[config.mk]
export PLATFORM = sky130hd
export DESIGN_NAME = rtc_calendar
export DESIGN_NICKNAME = d
export VERILOG_FILES = /design/src/rtl/rtc_pkg.sv /design/src/rtl/rtc_prescaler.sv /design/src/rtl/rtc_time_chain.sv /design/src/rtl/rtc_date_chain.sv /design/src/rtl/rtc_calendar.sv
export SDC_FILE = /design/constraint.sdc
export NUM_CORES = 1
export LEC_CHECK = 0
export BUFFER_PORTS_ARGS = -buffer_cell sky130_fd_sc_hd__buf_2
export CORE_ASPECT_RATIO = 1.1
export CORE_MARGIN = 3
export CORE_UTILIZATION = 60
export CTS_BUF_LIST = sky130_fd_sc_hd__clkbuf_4 sky130_fd_sc_hd__clkbuf_8
export CTS_CLUSTER_SIZE = 12
export DETAILED_ROUTE_END_ITERATION = 16
export PLACE_DENSITY = 0.8
export SLEW_MARGIN = 10
export SYNTH_ARGS = -nofsm -noshare
export SYNTH_HDL_FRONTEND = slang
export SYNTH_HIERARCHICAL = 1
export SYNTH_SLANG_ARGS = --single-unit
export TNS_END_PERCENT = 1
[constraint.sdc]
create_clock -name clk -period 4.13 [get_ports clk]
set_input_delay 0.6195 -clock clk [delete_from_list [all_inputs] [get_ports clk]]
set_output_delay 0.6195 -clock clk [all_outputs]
set_load 0.05 [all_outputs]
[src/rtl/rtc_pkg.sv]
// Shared field codes, write masks and BCD helpers for the calendar clock.
// Assumes every BCD operand handed to these helpers is a legal digit pair.
package rtc_pkg;

    typedef enum logic [2:0] {
        FLD_SEC   = 3'd0,
        FLD_MIN   = 3'd1,
        FLD_HOUR  = 3'd2,
        FLD_DAY   = 3'd3,
        FLD_DATE  = 3'd4,
        FLD_MONTH = 3'd5,
        FLD_YEAR  = 3'd6,
        FLD_NONE  = 3'd7
    } fld_e;

    localparam logic [7:0] MASK_SEC   = 8'hFF;
    localparam logic [7:0] MASK_MIN   = 8'h7F;
    localparam logic [7:0] MASK_HOUR  = 8'h7F;
    localparam logic [7:0] MASK_DAY   = 8'h07;
    localparam logic [7:0] MASK_DATE  = 8'h3F;
    localparam logic [7:0] MASK_MONTH = 8'h1F;
    localparam logic [7:0] MASK_YEAR  = 8'hFF;

    // Add one to a two-digit BCD byte (no wrap handling beyond the digit carry).
    function automatic logic [7:0] bcd_inc(input logic [7:0] v);
        if (v[3:0] >= 4'd9) begin
            return {v[7:4] + 4'd1, 4'd0};
        end
        return {v[7:4], v[3:0] + 4'd1};
    endfunction

    // Leap test on the low five bits of a BCD year: value divisible by four.
    function automatic logic leap_bcd(input logic [4:0] y);
        case (y[3:0])
            4'd0, 4'd4, 4'd8: return ~y[4];
            4'd2, 4'd6:       return y[4];
            default:          return 1'b0;
        endcase
    endfunction

    // Last date of a BCD month.
    function automatic logic [7:0] month_last(input logic [7:0] mon, input logic leap);
        case (mon)
            8'h02:                      return leap ? 8'h29 : 8'h28;
            8'h04, 8'h06, 8'h09, 8'h11: return 8'h30;
            default:                    return 8'h31;
        endcase
    endfunction

endpackage

[src/rtl/rtc_prescaler.sv]
// Divides the fast clock to a one-cycle tick every TICK_HZ cycles.
// Assumes TICK_HZ >= 2. The count holds while run is low and clears on restart.
module rtc_prescaler #(
    parameter int TICK_HZ = 32768
) (
    input  logic clk,
    input  logic rst_n,
    input  logic run,
    input  logic restart,
    output logic tick
);
    localparam int CW = $clog2(TICK_HZ);
    localparam logic [CW-1:0] LAST = CW'(TICK_HZ - 1);

    logic [CW-1:0] cnt;

    // Tick on the last count of a running, non-restarted period.
    assign tick = run && !restart && (cnt == LAST);

    // Sub-second counter: clear on restart, freeze while halted.
    always_ff @(posedge clk) begin
        if (!rst_n) begin
            cnt <= '0;
        end else if (restart) begin
            cnt <= '0;
        end else if (run) begin
            cnt <= (cnt == LAST) ? '0 : cnt + 1'b1;
        end
    end
endmodule

[src/rtl/rtc_time_chain.sv]
// Seconds, minutes and hours registers with BCD carries and 12/24-hour rules.
// Assumes loaded values are legal for their field. A write to a field wins
// over an advance in the same cycle and blocks the carry past that field.
module rtc_time_chain
    import rtc_pkg::*;
(
    input  logic       clk,
    input  logic       rst_n,
    input  logic       tick,
    input  logic       wr_en,
    input  logic [2:0] wr_sel,
    input  logic [7:0] wr_data,
    output logic [7:0] sec_q,
    output logic [7:0] min_q,
    output logic [7:0] hour_q,
    output logic       midnight
);
    logic wr_sec, wr_min, wr_hour;
    logic sec_wrap, min_adv, min_wrap, hour_adv;
    logic [7:0] sec_nx, min_nx, hour_nx, h12_inc;
    logic hour_mid;

    // Field write decode.
    assign wr_sec  = wr_en && (wr_sel == FLD_SEC);
    assign wr_min  = wr_en && (wr_sel == FLD_MIN);
    assign wr_hour = wr_en && (wr_sel == FLD_HOUR);

    // Carry chain across the three time fields.
    assign sec_wrap = tick && (sec_q[6:0] == 7'h59);
    assign min_adv  = sec_wrap;
    assign min_wrap = min_adv && !wr_min && (min_q[6:0] == 7'h59);
    assign hour_adv = min_wrap;
    assign midnight = hour_adv && !wr_hour && hour_mid;

    // Next seconds and minutes values.
    always_comb begin
        sec_nx = (sec_q[6:0] == 7'h59) ? {sec_q[7], 7'h00} : {sec_q[7], bcd_inc({1'b0, sec_q[6:0]}) & 8'h7F};
        min_nx = (min_q[6:0] == 7'h59) ? 8'h00 : bcd_inc(min_q);
    end

    // Next hour value and midnight detection in either format.
    always_comb begin
        h12_inc  = bcd_inc({3'b000, hour_q[4:0]});
        hour_nx  = hour_q;
        hour_mid = 1'b0;
        if (hour_q[6]) begin
            if (hour_q[4:0] == 5'h11) begin
                hour_nx  = {2'b01, ~hour_q[5], 5'h12};
                hour_mid = hour_q[5];
            end else if (hour_q[4:0] == 5'h12) begin
                hour_nx = {2'b01, hour_q[5], 5'h01};
            end else begin
                hour_nx = {2'b01, hour_q[5], h12_inc[4:0]};
            end
        end else begin
            if (hour_q[5:0] == 6'h23) begin
                hour_nx  = 8'h00;
                hour_mid = 1'b1;
            end else begin
                hour_nx = bcd_inc(hour_q);
            end
        end
    end

    // Seconds register, halt flag included.
    always_ff @(posedge clk) begin
        if (!rst_n) begin
            sec_q <= 8'h00;
        end else if (wr_sec) begin
            sec_q <= wr_data & MASK_SEC;
        end else if (tick) begin
            sec_q <= sec_nx;
        end
    end

    // Minutes register.
    always_ff @(posedge clk) begin
        if (!rst_n) begin
            min_q <= 8'h00;
        end else if (wr_min) begin
            min_q <= wr_data & MASK_MIN;
        end else if (min_adv) begin
            min_q <= min_nx;
        end
    end

    // Hours register.
    always_ff @(posedge clk) begin
        if (!rst_n) begin
            hour_q <= 8'h00;
        end else if (wr_hour) begin
            hour_q <= wr_data & MASK_HOUR;
        end else if (hour_adv) begin
            hour_q <= hour_nx;
        end
    end
endmodule

[src/rtl/rtc_date_chain.sv]
// Day-of-week, date, month and year registers advanced by the midnight pulse.
// Assumes a loaded date exists in its month. A write wins over an advance
// and blocks the carry past the written field.
module rtc_date_chain
    import rtc_pkg::*;
(
    input  logic       clk,
    input  logic       rst_n,
    input  logic       midnight,
    input  logic       wr_en,
    input  logic [2:0] wr_sel,
    input  logic [7:0] wr_data,
    output logic [7:0] day_q,
    output logic [7:0] date_q,
    output logic [7:0] month_q,
    output logic [7:0] year_q
);
    logic wr_day, wr_date, wr_month, wr_year;
    logic is_leap, date_wrap, month_adv, month_wrap, year_adv;
    logic [7:0] last_date;

    // Field write decode.
    assign wr_day   = wr_en && (wr_sel == FLD_DAY);
    assign wr_date  = wr_en && (wr_sel == FLD_DATE);
    assign wr_month = wr_en && (wr_sel == FLD_MONTH);
    assign wr_year  = wr_en && (wr_sel == FLD_YEAR);

    // Month length from the month value and the leap test.
    assign is_leap   = leap_bcd(year_q[4:0]);
    assign last_date = month_last(month_q, is_leap);

    // Carry chain across the date fields.
    assign date_wrap  = midnight && (date_q == last_date);
    assign month_adv  = date_wrap && !wr_date;
    assign month_wrap = month_adv && !wr_month && (month_q == 8'h12);
    assign year_adv   = month_wrap;

    // Day-of-week register, 1 to 7.
    always_ff @(posedge clk) begin
        if (!rst_n) begin
            day_q <= 8'h01;
        end else if (wr_day) begin
            day_q <= wr_data & MASK_DAY;
        end else if (midnight) begin
            day_q <= (day_q == 8'h07) ? 8'h01 : day_q + 8'h01;
        end
    end

    // Date register.
    always_ff @(posedge clk) begin
        if (!rst_n) begin
            date_q <= 8'h01;
        end else if (wr_date) begin
            date_q <= wr_data & MASK_DATE;
        end else if (midnight) begin
            date_q <= date_wrap ? 8'h01 : bcd_inc(date_q);
        end
    end

    // Month register.
    always_ff @(posedge clk) begin
        if (!rst_n) begin
            month_q <= 8'h01;
        end else if (wr_month) begin
            month_q <= wr_data & MASK_MONTH;
        end else if (month_adv) begin
            month_q <= (month_q == 8'h12) ? 8'h01 : bcd_inc(month_q);
        end
    end

    // Year register.
    always_ff @(posedge clk) begin
        if (!rst_n) begin
            year_q <= 8'h00;
        end else if (wr_year) begin
            year_q <= wr_data & MASK_YEAR;
        end else if (year_adv) begin
            year_q <= (year_q == 8'h99) ? 8'h00 : bcd_inc(year_q);
        end
    end
endmodule

[src/rtl/rtc_calendar.sv]
// Top of the BCD calendar clock: prescaler, time chain and date chain.
// Assumes the caller loads only legal BCD values. The halt flag lives in
// seconds bit 7, and any seconds write restarts the prescaler.
module rtc_calendar
    import rtc_pkg::*;
#(
    parameter int TICK_HZ = 32768
) (
    input  logic       clk,
    input  logic       rst_n,
    input  logic       wr_en,
    input  logic [2:0] wr_sel,
    input  logic [7:0] wr_data,
    output logic [7:0] sec_q,
    output logic [7:0] min_q,
    output logic [7:0] hour_q,
    output logic [7:0] day_q,
    output logic [7:0] date_q,
    output logic [7:0] month_q,
    output logic [7:0] year_q
);
    logic restart, run, tick, midnight;

    // Seconds writes restart the divider, and the halt flag stops it.
    assign restart = wr_en && (wr_sel == FLD_SEC);
    assign run     = !sec_q[7];

    rtc_prescaler #(.TICK_HZ(TICK_HZ)) u_pre (
        .clk     (clk),
        .rst_n   (rst_n),
        .run     (run),
        .restart (restart),
        .tick    (tick)
    );

    rtc_time_chain u_time (
        .clk      (clk),
        .rst_n    (rst_n),
        .tick     (tick),
        .wr_en    (wr_en),
        .wr_sel   (wr_sel),
        .wr_data  (wr_data),
        .sec_q    (sec_q),
        .min_q    (min_q),
        .hour_q   (hour_q),
        .midnight (midnight)
    );

    rtc_date_chain u_date (
        .clk      (clk),
        .rst_n    (rst_n),
        .midnight (midnight),
        .wr_en    (wr_en),
        .wr_sel   (wr_sel),
        .wr_data  (wr_data),
        .day_q    (day_q),
        .date_q   (date_q),
        .month_q  (month_q),
        .year_q   (year_q)
    );
endmodule

==> summary.md, run 1 <==
| Metric | Value |
|---|---|
| Synthesized area | `approximately 0.0047 mm2` |
| Worst setup EP type | `flip-flop` |
| Fin. Hold Viols | `0` |
| Internal power | `approximately 1.1 mW` |
| Avg Inst Size Synth | `about 8 um2` |
| Clk root buf | `clkbuf_8` |
| Die X | `just over 90 um` |
| Setup Skew | `~0.0061 ns` |
| Register bit total from synthesis | `71` |
| Largest family of logic cells by synthesized area | `simple AND/OR/NAND/NOR gates` |
| Hold_ws | `about 0.46 ns` |
| Post-synthesis adder-cell area fraction | `around 10%` |
| Final worst path period share | `93.2%` |
| Initial Util | `between 60% and 70%` |
| Class of the worst hold path | `flip-flop to flip-flop` |
| Flop pwr share | `between 40% and 50%` |
| Worst slew margin | `21.1%` |
| H-Tree Depth | `3` |
| Sw frac | `between 20% and 30%` |
| # clock sinks | `between 70 and 80` |
| Crit path max fanout | `16` |
| Post-DP HPWL | `approximately 8800 um` |
| Synth Area in Compound Gates | `about a fifth` |
| CP Launch Point | `u_pre/cnt[0]` |
| ANT nets after route | `0` |
| Worst Setup Start Kind | `flip-flop` |
| 1st-iter DRT viols | `roughly 370` |
| Cell count after placement | `approximately 740` |
| CTS tree | `done` |
| Largest net degree at the start of global routing | `35` |
| Sum of negative setup slack | `0 ns` |
| Post-synthesis cell count | `between 500 and 600` |
| Vias in the first global route | `between 4000 and 5000` |
| CTS Buf Count | `9` |
| First-pass GRT wire length | `just over 20000 um` |
| Min Clock Period, post-route | `about 3.9 ns` |
| RSZ-0062 raised after global routing | `false` |
| Port bufs | `69` |
| Filler cell count | `roughly 650` |
| Simple-gate area share of the yosys netlist | `31.3%` |
| Num ports | `70` |
| Final core occ | `slightly above 70%` |
| Cell variety after synth | `73` |
| Grt ovf | `0` |
| Leak Pwr | `roughly 2.2 nW` |
| Final Wtd Congestion | `~0.9` |
| Syn. warnings | `6` |
| Sequential area share after synthesis | `30.1%` |
| Peak VDD IR | `~0.00023 V` |
| Max stage delay on crit path | `roughly 0.60 ns` |
| Clk slew on worst S/H paths | `around 0.08 ns` |
| Asr flop ratio synth | `0%` |
| Clock Path Buffers | `2` |
| Vias | `4703` |
| Final Max Slew Viols | `0` |
| Combinational power share | `between 10% and 20%` |
| WL final | `12500 um` |
| Non-Filler Instances | `approximately 760` |
| # setup viols final | `0` |
| Max_cap viols | `0` |
| Status | `finished clean` |
| Full die area | `about 0.009 mm2` |
| Register area | `between 0.001 and 0.0015 mm2` |
| CP Data Arrival Time | `4.05 ns` |
| Worst path slowest cell | `or4_4` |
| CP top delay family | `simple AND/OR/NAND/NOR gates` |
| DRC viols | `0` |
| CP required | `roughly 4.3 ns` |
| Row count | `33` |
| CP cell instances | `ha_1 -> nand4_4 -> or4_4 -> nor2_1 -> and2_2 -> and2_4 -> nand3_4 -> nor3_2 -> nor4b_2 -> nand3b_1 -> a211o_1 -> buf_4 -> o31ai_2 -> a311oi_1` |
| Slew @ Worst Pin | `1.18 ns` |
| Clock power share | `roughly 38%` |
| Multi-input gate area | `between 0.003 and 0.004 mm2` |
| WS Path Type | `flip-flop to flip-flop` |
| Clk_lat worst skew | `between 0.3 and 0.4 ns` |
| Bufs and invs on worst path | `1` |
| Vias per cell | `about 6.2` |
| Fin nets | `700` |
| Antenna Cells | `0` |
| Power Dens Cells | `between 200 and 300 mW/mm2` |
| EDFF count, synth | `0` |
| Post-Synthesis Net Count | `roughly 640` |
| Core area | `0.00756 mm2` |
| HP Start | `u_time/hour_q[7]` |
| Main synth FF type | `dfxtp_1` |
| Net switching power | `about 430 uW` |
| Die Y | `99.0 um` |
| Share of cells above drive strength 1 | `~17%` |
| Synth-to-Final Area Change | `13.3%` |
| WL/cell | `between 15 and 20 um` |
| GRT Resource Usage Total | `between 20% and 30%` |
| Post-synthesis mux area share | `between 1 and 1.5%` |
| FF-to-FF Start | `u_pre/cnt[0]` |
| Max Fclk | `about 260 MHz` |
| Post-CTS Setup Repair Bufs | `0` |
| Initial antenna violation count | `0` |
| XOR/XNOR share of the synthesized area | `roughly 4.3%` |
| Drt first pass iters | `6` |
-- state kept, by name, summed over array words and instances (netlist names) --
name / flops
u_date/date_q: 8
u_date/day_q: 8
u_date/month_q: 8
u_date/year_q: 8
u_pre/cnt: 15
u_time/hour_q: 8
u_time/min_q: 8
u_time/sec_q: 8
-- tightest hold or removal path: stages (launching register included) --
cell	delay [ns]
dfxtp_1	0.32
nand3_1	0.07
a21oi_1	0.04
-- final cells by class --
cell class	count	share of cell area [%]
multi-input cells	464	57.9
flip-flops and latches	71	26.6
repair buffers	74	7.17
clock buffers	13	3.00
well taps	105	2.46
inverters	29	2.04
clock inverters	3	0.796
-- placed cells by master, fill, tap and decap left out, types with 12 or more instances in the layout --
cell	instances
a21oi_1	26
a31oi_1	17
buf_2	69
dfxtp_1	71
ha_1	37
inv_1	29
nand2_1	48
nand3_1	35
nand4_1	17
nor2_1	59
nor3_1	19
o21ai_0	32
xnor2_1	12
-- cells by family after synthesis --
family	after synthesis
and+or+nand+nor	265
AOI/OAI and AO/OA	134
DFF	71
buffers and inverters	52
adders and majority gates	37
xor gates and xnor gates	23
muxes	5
-- worst paths after layout --
check,end,slack [ns],cells past startpoint
setup / recovery,u_date/year_q[4],0.28,14
hold / removal,u_time/hour_q[7],0.46,2
setup reg to reg,u_date/year_q[4],0.28,14
hold reg to reg,u_time/hour_q[7],0.46,2
-- metrics by stage --
| step | instance area (um2) | total power [mW] | setup WS, ns |
|---|---|---|---|
| after detailed placement | 5130 | 0.950 | 0.153 |
| after global placement | 5130 | 0.942 | 0.289 |
| after floorplan | 4720 | 0.889 | 0.267 |
| final | 5340 | 1.51 | 0.279 |
| after global routing | 5340 | 1.58 | 0.0570 |
| after CTS | 5330 | 1.52 | 0.124 |
-- synthesized netlist by cell type, drive strengths merged (11+ instances only) --
| cell type | number | area share [%] |
|---|---|---|
| nand3 | 36 | 4.1 |
| clkbuf | 20 | 1.7 |
| nor2 | 63 | 5.2 |
| ha | 37 | 9.8 |
| nand2 | 48 | 3.8 |
| xor2 | 11 | 2.0 |
| nor3 | 20 | 2.1 |
| nand4 | 19 | 3.0 |
| a21oi | 26 | 2.8 |
| a211oi | 11 | 1.8 |
| xnor2 | 12 | 2.2 |
| a31oi | 17 | 2.3 |
| nand2b | 12 | 1.8 |
| inv | 29 | 2.3 |
| dfxtp | 71 | 30 |
| o21ai | 32 | 3.4 |
-- repair_timing --
| item | 4_1_cts | 5_1_grt |
|---|---|---|
| setup endpoints to repair | 0 | 7 |
| hold buffers | 0 | 0 |
| gates resized for setup | 0 | 3 |
-- routing by layer --
layer  share of wire [%]  global-route usage, %  vias to the layer above
met3                 6.3                   4.66                       13
met5                   0                      0                        -
met1                  43                   35.1                     2253
met4                 1.5                   10.1                        0
li1                    -                      -                     2280
met2                  49                   46.5                      157
-- power by group through the flow --
stage / Sequential (mW) / Clock, mW / Combinational, mW
3_3_place_gp: 0.746 / 0 / 0.197
4_1_cts: 0.731 / 0.587 / 0.203
6_report: 0.732 / 0.575 / 0.205
5_1_grt: 0.736 / 0.618 / 0.222
2_1_floorplan: 0.793 / 0 / 0.0959
3_5_place_dp: 0.747 / 0 / 0.202
Note: power is estimated with default switching activity, not from simulation.
==> run 2, diff against run 1 <==
--- a/config.mk
+++ b/config.mk
@@ -7,12 +7,11 @@
 export LEC_CHECK = 0
 export BUFFER_PORTS_ARGS = -buffer_cell sky130_fd_sc_hd__buf_2
 export CORE_ASPECT_RATIO = 1.1
-export CORE_MARGIN = 3
-export CORE_UTILIZATION = 60
-export CTS_BUF_LIST = sky130_fd_sc_hd__clkbuf_4 sky130_fd_sc_hd__clkbuf_8
+export CORE_UTILIZATION = 58
+export CTS_BUF_LIST = sky130_fd_sc_hd__clkbuf_16
 export CTS_CLUSTER_SIZE = 12
 export DETAILED_ROUTE_END_ITERATION = 16
-export PLACE_DENSITY = 0.8
+export PLACE_DENSITY = 0.78
 export SLEW_MARGIN = 10
 export SYNTH_ARGS = -nofsm -noshare
 export SYNTH_HDL_FRONTEND = slang
==> summary.md, run 2 (synthesized netlist as in run 1, its figures left out) <==
| Metric | Value |
|---|---|
| Status | `finished clean` |
| Commonest non-fill, non-tap cell in the layout | `dfxtp_1` |
| # clock sinks | `71` |
| Setup WS post-layout | `between 0.2 and 0.3 ns` |
| Leak Pwr | `~2.2 nW` |
| First-pass GRT wire length | `approximately 20000 um` |
| Clk root buf | `clkbuf_16` |
| Final Wtd Congestion | `around 0.95` |
| # setup viols final | `0` |
| Die X | `88.0 um` |
| Synth-to-Final Area Change | `15.9%` |
| Row count | `34` |
| Largest net degree at the start of global routing | `35` |
| Worst path slowest cell | `or4_4` |
| Worst setup EP type | `flip-flop` |
| Resized cells post-CTS | `0` |
| Share of cells above drive strength 1 | `around 18%` |
| Clk_lat worst skew | `0.33 ns` |
| Sum of negative setup slack | `0 ns` |
| CP required | `approximately 4.4 ns` |
| Clock Path Buffers | `2` |
| WL final | `roughly 12000 um` |
| Setup slack at placement | `around 0.16 ns` |
| Non-Filler Instances | `763` |
| Core area | `0.00791 mm2` |
| Class of the worst hold path | `flip-flop to flip-flop` |
| Vias per cell | `6.22` |
| Max_cap viols | `0` |
| Commonest non-fill, non-tap cells in the layout | `dfxtp_1 (71), buf_2 (69), nor2_1 (59), nand2_1 (48), ha_1 (36)` |
| Max Fclk | `between 200 and 300 MHz` |
| Crit path max fanout | `13` |
| Dpl cell area | `0.00514 mm2` |
| Slew @ Worst Pin | `between 1 and 1.5 ns` |
| Worst slew margin | `28.3%` |
| Die Y | `96.6 um` |
| WS Path Type | `flip-flop to flip-flop` |
| CP Data Arrival Time | `4.10 ns` |
| Vias in the first global route | `roughly 4300` |
| Final worst path period share | `between 90% and 100%` |
| Initial antenna violation count | `0` |
| Final Power | `about 1.8 mW` |
| Clk slew on worst S/H paths | `about 0.06 ns` |
| Peak VDD IR | `approximately 0.00021 V` |
| Post-Layout Inst Area | `between 0.005 and 0.006 mm2` |
| Max FFs per register | `15` |
| GRT Resource Usage Total | `roughly 30%` |
| Post-CTS Setup Repair Bufs | `0` |
| H-Tree Depth | `3` |
| CTS tree | `done` |
| Vias | `between 4000 and 5000` |
| Setup Skew | `0.00641 ns` |
| CP cell instances | `ha_2 -> nand4_4 -> or4_4 -> nor2_1 -> and2_1 -> and2_4 -> nand3_4 -> nor3_2 -> nor4b_2 -> nand3b_1 -> a211o_2 -> or4_1 -> a311oi_1` |
| CTS Buf Count | `9` |
| RSZ-0062 raised after global routing | `false` |
| ANT nets after route | `0` |
| Cell count after placement | `748` |
| # hold bufs at CTS | `0` |
| Initial Util | `59.6%` |
| WL/cell | `about 16 um` |
| Fin nets | `702` |
| Fin. Hold Viols | `0` |
| Antenna Cells | `0` |
| Power Dens Cells | `around 320 mW/mm2` |
| Post-DP HPWL | `between 8000 and 9000 um` |
| Max stage delay on crit path | `0.60 ns` |
| Largest register by flop count | `u_pre/cnt` |
| Port bufs | `roughly 70` |
| Final Max Slew Viols | `0` |
| DRC viols | `0` |
| Drt first pass iters | `5` |
| Worst Setup Start Kind | `flip-flop` |
| 1st-iter DRT viols | `around 350` |
| Grt ovf | `0` |
| Num ports | `70` |
| Min Clock Period, post-route | `approximately 3.9 ns` |
| Full die area | `about 0.0085 mm2` |
## run 2: changes by cell type in the layout (fill, tap and decap cells not counted), sizes merged
cell	before	now
buf	74	76
clkbuf	13	9
bufinv	1	2
clkinv	1	3
## run 2: per-stage QoR
stage | util (%) | hold slack [ns]
detailed placement | 65.0 | 0.438
global placement | 65.0 | 0.435
global route | 69.1 | 0.473
CTS | 69.0 | 0.449
finish | 69.1 | 0.447
floorplan | - | 0.458
## run 2: power by group
part	leakage [nW]	internal (mW)	switching [mW]
registers	0.575	0.704	0.0295
logic	1.49	0.0620	0.144
clock network	0.151	0.524	0.300
## run 2: worst paths after layout
| path | startpoint | end | slack [ns] | cells past startpoint |
|---|---|---|---|---|
| setup reg to reg | u_pre/cnt[0] | u_date/year_q[1] | 0.27 | 13 |
| hold / removal | u_time/hour_q[7] | u_time/hour_q[7] | 0.45 | 2 |
| hold reg to reg | u_time/hour_q[7] | u_time/hour_q[7] | 0.45 | 2 |
| setup / recovery | u_pre/cnt[0] | u_date/year_q[1] | 0.27 | 13 |
## run 2: layout make-up
| cell class | instances | area (um2) |
|---|---|---|
| clock buffer | 9 | 225 |
| clock inverter | 6 | 86.3 |
| fill | 700 | 2450 |
| inverter | 29 | 109 |
| multi-input combinational | 464 | 3090 |
| sequential | 71 | 1420 |
| tap | 108 | 135 |
| timing repair buffer | 76 | 398 |
## run 2: critical path: cells and delay by family, from the launching register on
family | cells | cell delay [ns]
flip-flops | 1 | 0.38
adder cells (fa/ha/maj) | 1 | 0.25
AO/OA/AOI/OAI | 2 | 0.64
AND/OR/NAND/NOR | 10 | 2.49
## run 2: routing by layer
metal | global-route usage (%) | part of all wire (%)
met4 | 15.4 | 2.4
met3 | 3.74 | 5.4
met1 | 37.0 | 43
met5 | 0 | 0
met2 | 51.0 | 49
